**src/rtl/hall_pkg.sv**
```systemverilog
package hall_pkg;
    localparam int HALL_W = 3;
    localparam int NPOS   = 6;
    localparam int IDX_W  = $clog2(NPOS);

    typedef logic [HALL_W-1:0] hcode_t;
    typedef logic [IDX_W-1:0]  hidx_t;

    // A legal position code has neither all lines low nor all lines high.
    function automatic logic code_legal(hcode_t c);
        return (c != '0) && (c != '1);
    endfunction

    // Ring position of a legal code; the order follows the rotation sequence.
    function automatic hidx_t code_pos(hcode_t c);
        case (c)
            3'b101:  return hidx_t'(0);
            3'b100:  return hidx_t'(1);
            3'b110:  return hidx_t'(2);
            3'b010:  return hidx_t'(3);
            3'b011:  return hidx_t'(4);
            3'b001:  return hidx_t'(5);
            default: return hidx_t'(0);
        endcase
    endfunction

    function automatic hidx_t pos_inc(hidx_t i);
        return (i == hidx_t'(NPOS - 1)) ? hidx_t'(0) : hidx_t'(i + hidx_t'(1));
    endfunction
endpackage

```
**src/rtl/hall_step_classify.sv**
```systemverilog
module hall_step_classify
    import hall_pkg::*;
(
    input  hcode_t prev_code,
    input  hcode_t cur_code,
    output logic   is_fwd,
    output logic   is_rev
);
    logic  both_legal;
    hidx_t prev_pos;
    hidx_t cur_pos;

    always_comb begin
        both_legal = code_legal(prev_code) && code_legal(cur_code);
        prev_pos   = code_pos(prev_code);
        cur_pos    = code_pos(cur_code);
        is_fwd     = both_legal && (pos_inc(prev_pos) == cur_pos);
        is_rev     = both_legal && (pos_inc(cur_pos) == prev_pos);
    end
endmodule

```
**src/rtl/tach_oneshot.sv**
```systemverilog
module tach_oneshot #(
    parameter int ONTIME_W = 16
) (
    input  logic                clk,
    input  logic                rst,
    input  logic                trig,
    input  logic [ONTIME_W-1:0] load_val,
    output logic                pulse
);
    typedef struct packed {
        logic [ONTIME_W-1:0] cnt;
    } os_state_t;

    os_state_t os_d, os_q;

    always_comb begin
        os_d = os_q;
        if (trig) begin
            os_d.cnt = load_val;
        end else if (os_q.cnt != '0) begin
            os_d.cnt = os_q.cnt - 1'b1;
        end
    end

    always_ff @(posedge clk) begin
        if (rst) begin
            os_q <= '0;
        end else begin
            os_q <= os_d;
        end
    end

    assign pulse = (os_q.cnt != '0);
endmodule

```
**src/rtl/dir_tracker.sv**
```systemverilog
module dir_tracker (
    input  logic clk,
    input  logic rst,
    input  logic change,
    input  logic is_fwd,
    input  logic is_rev,
    output logic dir,
    output logic step,
    output logic err
);
    typedef struct packed {
        logic dir;
        logic step;
        logic err;
    } dt_state_t;

    dt_state_t dt_d, dt_q;

    always_comb begin
        dt_d      = dt_q;
        dt_d.step = 1'b0;
        dt_d.err  = 1'b0;
        if (change) begin
            if (is_fwd) begin
                dt_d.dir  = 1'b1;
                dt_d.step = 1'b1;
            end else if (is_rev) begin
                dt_d.dir  = 1'b0;
                dt_d.step = 1'b1;
            end else begin
                dt_d.err  = 1'b1;
            end
        end
    end

    always_ff @(posedge clk) begin
        if (rst) begin
            dt_q <= '0;
        end else begin
            dt_q <= dt_d;
        end
    end

    assign dir  = dt_q.dir;
    assign step = dt_q.step;
    assign err  = dt_q.err;
endmodule

```
**src/rtl/hall_tach_dir.sv**
```systemverilog
module hall_tach_dir
    import hall_pkg::*;
#(
    parameter int ONTIME_W = 16
) (
    input  logic                clk,
    input  logic                rst,
    input  logic [2:0]          hall,
    input  logic [ONTIME_W-1:0] on_time,
    output logic                tach_out,
    output logic                dir_out,
    output logic                step_stb,
    output logic                seq_err
);
    typedef struct packed {
        hcode_t code;
        logic   ok;
    } cap_state_t;

    cap_state_t cap_d, cap_q;
    logic       hall_edge;
    logic       primed;
    logic       fwd_w;
    logic       rev_w;

    // Previous-code register: idle until the first legal code, then follows hall.
    always_comb begin
        cap_d = cap_q;
        if (!cap_q.ok) begin
            if (code_legal(hall)) begin
                cap_d.code = hall;
                cap_d.ok   = 1'b1;
            end
        end else begin
            cap_d.code = hall;
        end
    end

    always_ff @(posedge clk) begin
        if (rst) begin
            cap_q <= '0;
        end else begin
            cap_q <= cap_d;
        end
    end

    assign primed    = cap_q.ok;
    assign hall_edge = primed && (hall != cap_q.code);

    hall_step_classify u_cls (
        .prev_code (cap_q.code),
        .cur_code  (hall),
        .is_fwd    (fwd_w),
        .is_rev    (rev_w)
    );

    tach_oneshot #(.ONTIME_W(ONTIME_W)) u_os (
        .clk      (clk),
        .rst      (rst),
        .trig     (hall_edge),
        .load_val (on_time),
        .pulse    (tach_out)
    );

    dir_tracker u_dir (
        .clk    (clk),
        .rst    (rst),
        .change (hall_edge),
        .is_fwd (fwd_w),
        .is_rev (rev_w),
        .dir    (dir_out),
        .step   (step_stb),
        .err    (seq_err)
    );
endmodule

```
**config.mk**
```make
export PLATFORM = sky130hd
export DESIGN_NAME = hall_tach_dir
export DESIGN_NICKNAME = d
export VERILOG_FILES = /design/src/rtl/hall_pkg.sv /design/src/rtl/hall_step_classify.sv /design/src/rtl/tach_oneshot.sv /design/src/rtl/dir_tracker.sv /design/src/rtl/hall_tach_dir.sv
export SDC_FILE = /design/constraint.sdc
export NUM_CORES = 1
export LEC_CHECK = 0
export ABC_AREA = 0
export BUFFER_PORTS_ARGS = -buffer_cell sky130_fd_sc_hd__buf_2
export CORE_MARGIN = 3
export CORE_UTILIZATION = 45
export CTS_BUF_LIST = sky130_fd_sc_hd__clkbuf_8 sky130_fd_sc_hd__clkbuf_16
export CTS_CLUSTER_SIZE = 14
export DETAILED_ROUTE_END_ITERATION = 16
export PLACE_DENSITY_LB_ADDON = 0.3
export SLEW_MARGIN = 10
export SYNTH_ARGS = -nofsm -noshare
export SYNTH_HDL_FRONTEND = slang
export SYNTH_SLANG_ARGS = --single-unit
```
**constraint.sdc**
```tcl
create_clock -name clk -period 2.2 [get_ports clk]
set_input_delay 0.33 -clock clk [delete_from_list [all_inputs] [get_ports clk]]
set_output_delay 0.33 -clock clk [all_outputs]
set_load 0.1 [all_outputs]
```
## After elaboration in Yosys (flattened, before gate mapping)

Index checks and enable logic that the tools add are counted.

- $add $sub $neg: 3
- Multiply operators: 0
- Divide/modulo/power cells: 0
- Order comparisons: 0
- Eq/ne operators: 17
- Shift operators: 0
- Multiplexer cells: 12
- Bitwise operators: 1
- Reduce and logical (&&, ||, !) cells: 15

Operator list:

| operator | count |
|---|---|
| 16-bit two-way mux | 2 |
| 3-bit case mux with 5 select lines | 2 |
| 3-bit == test (second input constant) | 6 |
| 16-bit nonzero test | 1 |
| 16-bit by 1-bit subtractor with 16-bit output (second input constant) | 1 |
| 3-bit by 2-bit == test with 1-bit output (second input constant) | 4 |
| 3-bit two-way mux | 3 |
| 3-bit by 1-bit adder with 3-bit output (second input constant) | 2 |
| 3-bit by 1-bit == test with 1-bit output (second input constant) | 2 |
| 3-bit == test | 2 |
| 1-bit logical AND | 6 |
| 3-bit inequality test (second input constant) | 2 |
| 2-bit nonzero test | 3 |
| 3-bit nonzero test | 2 |
| 2-bit two-way mux | 2 |
| 4-bit two-way mux | 1 |
| 3-bit inequality test | 1 |
| 3-bit OR reduction | 1 |
| 1-bit two-way mux | 2 |
| 2-bit AND reduction | 1 |
| 2-bit OR reduction | 1 |
| 1-bit inverter | 1 |

- Register bits: 23
- Latch bits: 0
- RAM bits: 0
- Bits in read-only memories: 0
- Bits of input ports: 21
- Output and inout bits: 4
- Word-level logic and storage cells: 54
- Memories kept: 0

## Logic depth before layout (Yosys ltp)

Gate-level depths: netlist (run 1).

- Word-level depth: 8
- Depth in mapped cells: 9
- Mapped depth without buffers: 8

## Hierarchy

From an unflattened synthesis (run 1), not the netlist that was laid out.

- Cell total of the unflattened synthesis: 164
- Area, all modules: 1443.9 µm²

By module, submodules not included:

| module | instances | cells each | area an instance (µm²) |
|---|---|---|---|
| tach_oneshot | 1 | 110 | 970.9 |
| hall_tach_dir | 1 | 30 | 241.5 |
| hall_step_classify | 1 | 14 | 130.1 |
| dir_tracker | 1 | 10 | 101.3 |

## Worst setup path before layout (run 1)

Ideal clock, no wire load.

- Kind: reg-to-reg
- From: register u_os.os_q[0] (netlist bit)
- To: register u_os.os_q[1] (netlist bit)
- Setup time: 0.134 ns
- Arrival: 2.079 ns
- Required time: 2.066 ns
- Slack: -0.013 ns
- Cell stages (with the launch flop): 10
- Clock period less this slack: 2.213 ns
- Cells stage by stage: dfxtp_1 inv_1 ha_1 nor4b_2 and4_1 buf_6 inv_1 nand2_1 o211ai_1 a21oi_1

- Elaborated cells on any way between the ends: 5

RTL lines:

| element | RTL line | RTL |
|---|---|---|
| start: declaration | tach_oneshot.sv:14 | `os_state_t os_d, os_q;` |
| start signal: assignment | tach_oneshot.sv:29 | `os_q <= os_d;` |
| 16-bit nonzero test | n/a |  |
| via tach_out | hall_tach_dir.sv:10 | `output logic tach_out,` |
| 2-bit nonzero test (no line) | n/a |  |

The timed path passes the listed nets, and every way through them passes these cells. The select of a mux whose other input is x is not followed.
A chain may end at the register's enable or synchronous reset.

## Worst setup path in the final report (run 1)

- From: register u_os.os_q[13] (netlist bit)
- To: output port tach_out

- Longest elaborated chain between the ends: 1

Ends and longest elaborated chain:

| element | RTL line | RTL |
|---|---|---|
| 16-bit nonzero test | tach_oneshot.sv:33 | `assign pulse = (os_q.cnt != '0);` |
| end: declaration | hall_tach_dir.sv:10 |  |

Every way passes these cells.

==> flow_metrics.tcl, run 1 <==
set metrics [dict create \
    power_density_mw_per_mm2 748.4 \
    dieArea_mm2 0.003792 \
    coreArea_mm2 0.002853 \
    path_clk_slew_ns 0.08 \
    cp_top_family "simple AND/OR/NAND/NOR gates" \
    status "complete, no violations" \
    ir_worst_vdd_uv 527.1 \
    synth_area_mm2 0.001390 \
    timing.fmax_mhz 479.0 \
    vias 1306 \
    hold_slack_ns 0.2908 \
    worstSetupPathType "reg -> out" \
    slew_violations 0 \
    totalPowerFinal_uw 1191 \
    wire_per_inst_um 13.97 \
    dp.final_hpwl_um 2252 \
    first_pass_iters 4 \
    start_kind "flip-flop" \
    start_util_pct 48.73 \
    syn_avg_cell_area_um2 8.177 \
    io_pins 25 \
    clk_latency_ns 0.27 \
    worstPathRequired_ns 1.87 \
    finalCriticalPeriod_ns 2.088 \
    routed_via_density 5.830 \
    netlist_top_cells_count "dfxtp_1, nor2_1, nand2_1, nor3_1, a21oi_1" \
    cp_slowest_stage_delay_ns 0.44 \
    track_usage_pct 18.53 \
    syn_to_final_growth_pct 14.49 \
    drcViolationCount 0 \
    htree_levels 1 \
    ys_seq_elements 23 \
    critPathBufInv 2 \
    ys_async_sr_fraction_pct 0 \
    p_leak_uw 0.0006069 \
    synth_cell_type_count 44 \
    worst_path_max_delay_cell "nor3_1" \
    cts.sinks 23 \
    synthTopCellsByArea "dfxtp_1, nor2_1, nor3_1" \
    wl_um 3130 \
    portBuffers 24 \
    synth_seq_area_share_pct 33.12 \
    yosysWarnings 0 \
    worstReg2RegStart "u_os.os_q[0]$_SDFFE_PP0P_" \
    critPathMaxFanout 5 \
    crit_chain "nor3_1 > and4_2 > clkinvlp_4 > buf_4" \
    drt_iter0_drc 56 \
    synth_edf_count 0 \
    finalCritPeriodShare_pct 94.90 \
    synth_top_area_cell "dfxtp_1" \
    num_rows 19 \
    drv_cap 0 \
    synth_top_area_share_pct 33.12 \
    grt_overflow_total 0 \
    antennaDiodeCount 0 \
    grt_antenna_before_repair 0 \
    die_w_um 61.58 \
    ys.flop_type "dfxtp_1" \
    cp-startpoint "u_os.os_q[13]$_SDFFE_PP0P_" \
    worstMarginPinSlew_ns 0.4758 \
    grt_max_degree 25 \
    cts-hold-fix-buffers 0 \
    holdCritStartpoint "on_time[1]" \
    gp_congestion 0.8790 \
    fin_nets 216 \
    tritoncts "yes" \
    fp.dieH_um 61.58 \
    cp-end-kind "primary output" \
    layout-drive-gt1-share_pct 22.80 \
    skew_ns 0.004629 \
    synth_fp_nets 192 \
    cp_data_arrival_time_ns 1.76 \
    ctsRootBufferMaster "clkbuf_8" \
    hold_class "in -> reg" \
    cts_made_buffers 3 \
    slew-limit-headroom_pct 68.04 \
    grt_pass1_wl_um 5333 \
    synth_most_common_cell "dfxtp_1" \
    hold_viol 0 \
    cts_buffer_depth 2 \
    syn_inst 170 \
    ant_nets 0 \
    grt_pass1_vias 1185 \
    setup_viol_count_final 0 \
]
[tightest hold or removal path: cells and delay by family]
family                 cells  cell delay [ns]
AO/OA/AOI/OAI              1             0.05
AND/OR/NAND/NOR            1             0.04
buffers and inverters      1             0.09
[per-stage QoR]
| stage | util, % | area, um2 | worst slack (ns) | cells | setup TNS [ns] |
|---|---|---|---|---|---|
| floorplan | - | 1394 | 0.04080 | 170 | 0 |
| global placement | 54.08 | 1543 | 0.3564 | 220 | 0 |
| detailed placement | 54.08 | 1543 | 0.3272 | 220 | 0 |
| CTS | 55.66 | 1588 | 0.02279 | 224 | 0 |
| global route | 55.79 | 1592 | -0.005538 | 224 | -0.005538 |
| finish | 55.79 | 1592 | 0.1121 | 224 | 0 |
[cell families after synthesis]
kind of cell,Yosys count,synth area share [%]
AO/OA/AOI/OAI,38,19.44
XOR/XNOR,12,7.561
adder cells (fa/ha/maj),1,0.8999
buffers and inverters,15,4.771
flip-flops,23,33.12
multiplexers,2,1.440
AND/OR/NAND/NOR,79,32.76
[cell usage in the layout (no fill, tap or decap), types with 2 or more instances in the layout]
master	n
or4b_2	2
nand4b_1	2
a211oi_1	5
o32ai_1	2
inv_1	5
or3_1	2
o21ai_0	9
clkbuf_8	3
nor4_1	3
buf_2	23
nand2_1	15
or4_1	2
xor2_1	5
buf_4	6
nor4bb_1	4
mux2i_1	2
nor3_1	13
xnor2_1	7
nor2b_1	3
nand3_1	2
nor3b_1	2
dfxtp_1	23
nor2_1	20
o31ai_1	2
a21oi_1	11
[power by group]
group          switching [uW]  leakage (uW)  internal, uW
Clock                     139     0.0000269           125
Combinational             219      0.000389           172
Sequential               68.9      0.000191           467
[per-layer routing]
metal	wire (um)	global-route usage (%)
met5	0	0
met4	20	3.636
met3	127	4.822
met2	1493	28.70
met1	1489	26.04
[registers in the layout, indices dropped and copies added, names as in the netlist]
register	flops
u_os.os_q	16
cap_q	3
primed	1
u_dir.err	1
u_dir.step	1
u_dir.dir	1
[path summary, 6_finish.rpt]
kind                                             endpoint  slack (ns)  cells past startpoint
worst min register to register     u_dir.dir$_SDFFE_PP0P_        0.49                      2
worst max register to register  u_os.os_q[3]$_SDFFE_PP0P_        0.30                      8
worst min-delay path            u_os.os_q[1]$_SDFFE_PP0P_        0.29                      3
worst max-delay path                             tach_out        0.11                      4
[area by class of cell]
cell class	instances	area, um2
fillers	286	1261
multi-input cells	132	864.6
flip-flops and latches	23	460.4
repair buffers	29	160.2
clock buffers	3	41.29
well taps	31	38.79
inverters	5	22.52
clock inverters	1	3.754
[what timing repair did]
action | in CTS | in global routing
endpoints found under the setup margin | 0 | 1
buffers inserted | 0 | 0
gates resized for setup | 0 | 3
Note: power is estimated with default switching activity, not from simulation.
==> run 2: changes to the inputs <==
CTS_BUF_LIST = unset   (was sky130_fd_sc_hd__clkbuf_8 sky130_fd_sc_hd__clkbuf_16)
clock period = 2.7 ns   (was 2.2 ns; I/O delays follow)
==> run 2 against run 1 <==
Global-route usage decreased by 0.85 points. Clock skew increased by 0.0037 ns. Non-clock buffer count decreased by 4. First-iteration DRC count increased by 38%. Die area unchanged. Critical path depth increased by 2. Count of clock-buffer cells in the layout unchanged. Setup slack improved by 0.094 ns. Sequential power decreased by 19%. Register-to-register slack improved by 0.36 ns. Core utilization decreased by 1.9 points. Design area decreased by 3.5%.
==> flow_metrics.tcl, run 2 (synthesis results as in run 1) <==
set metrics [dict create \
    multi_input_area_um2 863.3 \
    die_w_um 61.58 \
    critPathMaxFanout 7 \
    drt_iter0_drc 77 \
    finalSetupTns_ns 0 \
    htree_levels 1 \
    seq_area_um2 460.4 \
    ir_worst_vdd_uv 359.8 \
    reg.largest.list "u_os.os_q: 16 flops, cap_q: 3 flops" \
    totalPowerFinal_uw 896.6 \
    cts-hold-fix-buffers 0 \
    wl_um 3025 \
    slew_violations 0 \
    gp_congestion 0.8067 \
    cpMostUsedCell "inv_1" \
    fin_nets 212 \
    drcViolationCount 0 \
    timing.fmax_mhz 401.0 \
    largest_register "u_os.os_q" \
    grt_overflow_total 0 \
    setup_viol_count_final 0 \
    track_usage_pct 17.68 \
    finalCritPeriodShare_pct 92.36 \
    drv_cap 0 \
    worst_path_max_delay_cell "buf_2" \
    fp.dieH_um 61.58 \
    portBuffers 24 \
    mostFrequentLayoutCells "buf_2, dfxtp_1, nor2_1" \
    clk_latency_ns 0.31 \
    dieArea_mm2 0.003792 \
    layout-drive-gt1-share_pct 20.63 \
    crit_chain "inv_1 > ha_1 > nor4b_2 > and4_1 > inv_1 > buf_2" \
    grt_max_degree 28 \
    cts.sinks 23 \
    syn_to_final_growth_pct 10.53 \
    cp-end-kind "primary output" \
    power_density_mw_per_mm2 583.5 \
    skew_ns 0.008323 \
    worstMarginPinSlew_ns 0.4885 \
    n_fill_cell 284 \
    ctsRootBufferMaster "clkbuf_4" \
    num_rows 19 \
    final_util_pct 53.86 \
    slew-limit-headroom_pct 67.66 \
    status "complete, no violations" \
    final_common_cell "buf_2" \
    grt_pass1_vias 1173 \
    largest_reg_flops 16 \
    antennaDiodeCount 0 \
    grt_pass1_wl_um 5064 \
    tritoncts "yes" \
    dp.final_hpwl_um 2286 \
    finalCriticalPeriod_ns 2.494 \
    vias 1302 \
    cts_buffer_depth 2 \
    p_leak_uw 0.0005763 \
    cts_made_buffers 3 \
    cts_resized 0 \
    cp_slowest_stage_delay_ns 0.43 \
    cp_data_arrival_time_ns 2.09 \
    hold_class "in -> reg" \
    routed_via_density 5.918 \
    first_pass_iters 4 \
    worstPathRequired_ns 2.30 \
    hold_viol 0 \
    postCtsSetupBuffers 0 \
    wire_per_inst_um 13.75 \
    start_util_pct 48.73 \
    worstSetupPathType "reg -> out" \
    ant_nets 0 \
    path_clk_slew_ns 0.12 \
    grt_antenna_before_repair 0 \
    start_kind "flip-flop" \
    grt_setup_unrepaired "false" \
    io_pins 25 \
    coreArea_mm2 0.002853 \
]
==> run 2: path summary, 6_finish.rpt <==
path	start	to	slack (ns)	depth (start not counted)
worst max register to register	u_os.os_q[0]$_SDFFE_PP0P_	u_os.os_q[10]$_SDFFE_PP0P_	0.66	7
worst min register to register	u_dir.dir$_SDFFE_PP0P_	u_dir.dir$_SDFFE_PP0P_	0.49	2
worst max-delay path	u_os.os_q[0]$_SDFFE_PP0P_	tach_out	0.21	6
worst min-delay path	on_time[0]	u_os.os_q[0]$_SDFFE_PP0P_	0.33	3
==> run 2: through the flow <==
| stage | hold WS (ns) | instances | cell area, um2 | setup slack, ns |
|---|---|---|---|---|
| after floorplan | 0.4771 | 170 | 1390 | 0.4871 |
| after global placement | 0.4610 | 216 | 1509 | 0.5806 |
| after detailed placement | 0.4778 | 216 | 1509 | 0.5638 |
| after CTS | 0.3189 | 220 | 1536 | 0.2050 |
| after global routing | 0.3203 | 220 | 1536 | 0.01481 |
| final | 0.3314 | 220 | 1536 | 0.2063 |
==> run 2: per-layer routing <==
layer | track usage (%) | routed length, um | up-vias | part of all wire (%)
li1 | - | - | 664 | -
met1 | 21.39 | 1351 | 603 | 45
met2 | 30.19 | 1501 | 31 | 50
met3 | 5.451 | 132 | 4 | 4.4
met4 | 4.848 | 40 | 0 | 1.3
met5 | 0 | 0 | - | 0
==> run 2: layout make-up <==
cell class / instances / area share [%]
well taps: 31 / 2.524
clock inverters: 1 / 0.3257
multi-input cells: 132 / 56.19
inverters: 5 / 1.222
repair buffers: 25 / 8.306
clock buffers: 3 / 1.466
flip-flops and latches: 23 / 29.97
==> run 2: power breakdown <==
group | total, uW | internal (uW) | switching, uW
clock network | 156 | 55.2 | 101
logic | 304 | 129 | 175
registers | 436 | 381 | 55.4
==> run 2: worst max-delay path: cells and delay by family, from the launching register on <==
family	cells	cell delay (ns)
buffers and inverters	3	0.60
and+or+nand+nor	2	0.47
DFF	1	0.42
adders and majority gates	1	0.28
==> run 3: changes to the inputs <==
BUFFER_PORTS_ARGS = -buffer_cell sky130_fd_sc_hd__clkbuf_2   (was -buffer_cell sky130_fd_sc_hd__buf_2)
==> run 3 against run 2 <==
Routed wire length is 0.93% lower. Sequential cell count stayed put. Global-route usage is 0.26 points higher. Register-to-register slack worse by 0.05 ns. Critical path type unchanged. Largest power group unchanged. Highest routed layer unchanged.
==> flow_metrics.tcl, run 3 (synthesis results as in run 1) <==
set metrics [dict create \
    status "complete, no violations" \
    largest_reg_flops 16 \
    num_rows 19 \
    use_met3_pct 5.241 \
    r2r_end "u_os.os_q[10]$_SDFFE_PP0P_" \
    grt_pass1_vias 1183 \
    grt_antenna_before_repair 0 \
    cts.sinks 23 \
    syn_to_final_growth_pct 10.53 \
    finalSetupTns_ns 0 \
    vias 1290 \
    worstReg2RegStart "u_os.os_q[0]$_SDFFE_PP0P_" \
    cts_made_buffers 3 \
    slew-limit-headroom_pct 63.71 \
    tritoncts "yes" \
    worstSetupEndpoint "tach_out" \
    grt_overflow_total 0 \
    p_leak_uw 0.0005757 \
    drt_iter0_drc 75 \
    start_util_pct 48.73 \
    wl_um 2997 \
    hold_viol 0 \
    crit_chain "inv_1 > ha_1 > nor4b_2 > and4_2 > inv_1 > buf_2" \
    worstMarginPinSlew_ns 0.5466 \
    ir_worst_vdd_uv 275.9 \
    fin_area_mm2 0.001536 \
    first_pass_iters 4 \
    cp-startpoint "u_os.os_q[0]$_SDFFE_PP0P_" \
    cp_slowest_stage_delay_ns 0.43 \
    dieArea_mm2 0.003792 \
    layout-drive-gt1-share_pct 20.63 \
    reg.largest.list "u_os.os_q: 16 flops, cap_q: 3 flops" \
    wire_per_inst_um 13.62 \
    worst_path_max_delay_cell "buf_2" \
    holdCritStartpoint "on_time[1]" \
    antennaDiodeCount 0 \
    slew_violations 0 \
    largest_register "u_os.os_q" \
    hold_class "in -> reg" \
    track_usage_pct 17.94 \
    cts_buffer_depth 2 \
    die_w_um 61.58 \
    cts-hold-fix-buffers 0 \
    met1_usage_pct 21.90 \
    ant_nets 0 \
    finalCritPeriodShare_pct 92.58 \
    io_pins 25 \
    grt_setup_unrepaired "false" \
    worstSetupPathType "reg -> out" \
    grt-busiest-layer "met2" \
    gp_congestion 0.8288 \
    path_clk_slew_ns 0.11 \
    cp-end-kind "primary output" \
    portBuffers 24 \
    gr-usage-met2_pct 30.19 \
    fp.dieH_um 61.58 \
    mostFrequentLayoutCells "dfxtp_1, clkbuf_2, nor2_1" \
    htree_levels 1 \
    fin_nets 212 \
    drcViolationCount 0 \
    grt_max_degree 28 \
    skew_ns 0.007926 \
    placed_cell_area_mm2 0.001509 \
    critPathMaxFanout 7 \
    power_density_mw_per_mm2 585.1 \
    worstPathRequired_ns 2.30 \
    timing.fmax_mhz 400.0 \
    grt_pass1_wl_um 5078 \
    reg2reg_slack_ns 0.61 \
    setup_viol_count_final 0 \
    cpMostUsedCell "inv_1" \
    coreArea_mm2 0.002853 \
    ctsRootBufferMaster "clkbuf_4" \
    routed_via_density 5.864 \
    postCtsSetupBuffers 0 \
    cp_data_arrival_time_ns 2.09 \
    clk_latency_ns 0.31 \
    ff2ff_path_depth 7 \
    finalCriticalPeriod_ns 2.500 \
    drv_cap 0 \
    dp.final_hpwl_um 2208 \
    start_kind "flip-flop" \
]
==> run 3: area by class of cell <==
class	count	area (um2)
fill	285	1316
timing repair buffer	25	127.6
clock buffer	4	26.28
tap	31	38.79
multi-input combinational	132	864.6
inverter	5	18.77
sequential	23	460.4
==> run 3: metrics by stage <==
stage / util [%] / total power, uW / std cells / worst slack [ns] / hold slack [ns]
2_1_floorplan: - / 677.3 / 170 / 0.4871 / 0.4771
3_3_place_gp: 52.89 / 734.4 / 216 / 0.5117 / 0.4631
3_5_place_dp: 52.89 / 743.6 / 216 / 0.4745 / 0.4858
4_1_cts: 53.82 / 906.3 / 220 / 0.09066 / 0.2820
5_1_grt: 53.86 / 964.2 / 220 / 0.06365 / 0.2871
6_report: 53.86 / 899.0 / 220 / 0.2003 / 0.2996
==> run 3: what timing repair did <==
item | in CTS | in global routing
gates resized for setup | 0 | 2
hold endpoints to repair | 0 | 0
endpoints found under the setup margin | 0 | 1
==> run 3: power breakdown <==
| part | leakage, uW | switching (uW) | total (uW) | internal (uW) |
|---|---|---|---|---|
| combinational | 0.000370 | 175 | 304 | 130 |
| sequential | 0.000191 | 55.1 | 436 | 381 |
| clock | 0.0000150 | 101 | 159 | 57.8 |
| total | 0.000576 | 331 | 899 | 568 |
==> run 3: how the worst min path moves through the flow <==
| stage | end | slack [ns] | cells after the start |
|---|---|---|---|
| after floorplan | u_os.os_q[13]$_SDFFE_PP0P_ | 0.48 | 1 |
| after global placement | u_dir.dir$_SDFFE_PP0P_ | 0.46 | 2 |
| after detailed placement | u_dir.dir$_SDFFE_PP0P_ | 0.49 | 2 |
| after CTS | u_os.os_q[1]$_SDFFE_PP0P_ | 0.28 | 3 |
| after global routing | u_os.os_q[1]$_SDFFE_PP0P_ | 0.29 | 3 |
| final | u_os.os_q[1]$_SDFFE_PP0P_ | 0.30 | 3 |
==> run 3: routing by layer <==
layer	share of wire [%]	routed length [um]	up-vias
li1	-	-	664
met1	46	1366	585
met5	0	0	-
met2	48	1443	37
met3	5.5	166	4
met4	0.70	21	0
==> run 3: critical path: cells and delay by family, from the launching register on <==
family / cells / cell delay (ns)
flops: 1 / 0.42
buf+inv: 3 / 0.59
simple gates: 2 / 0.49
fa+ha+maj: 1 / 0.28
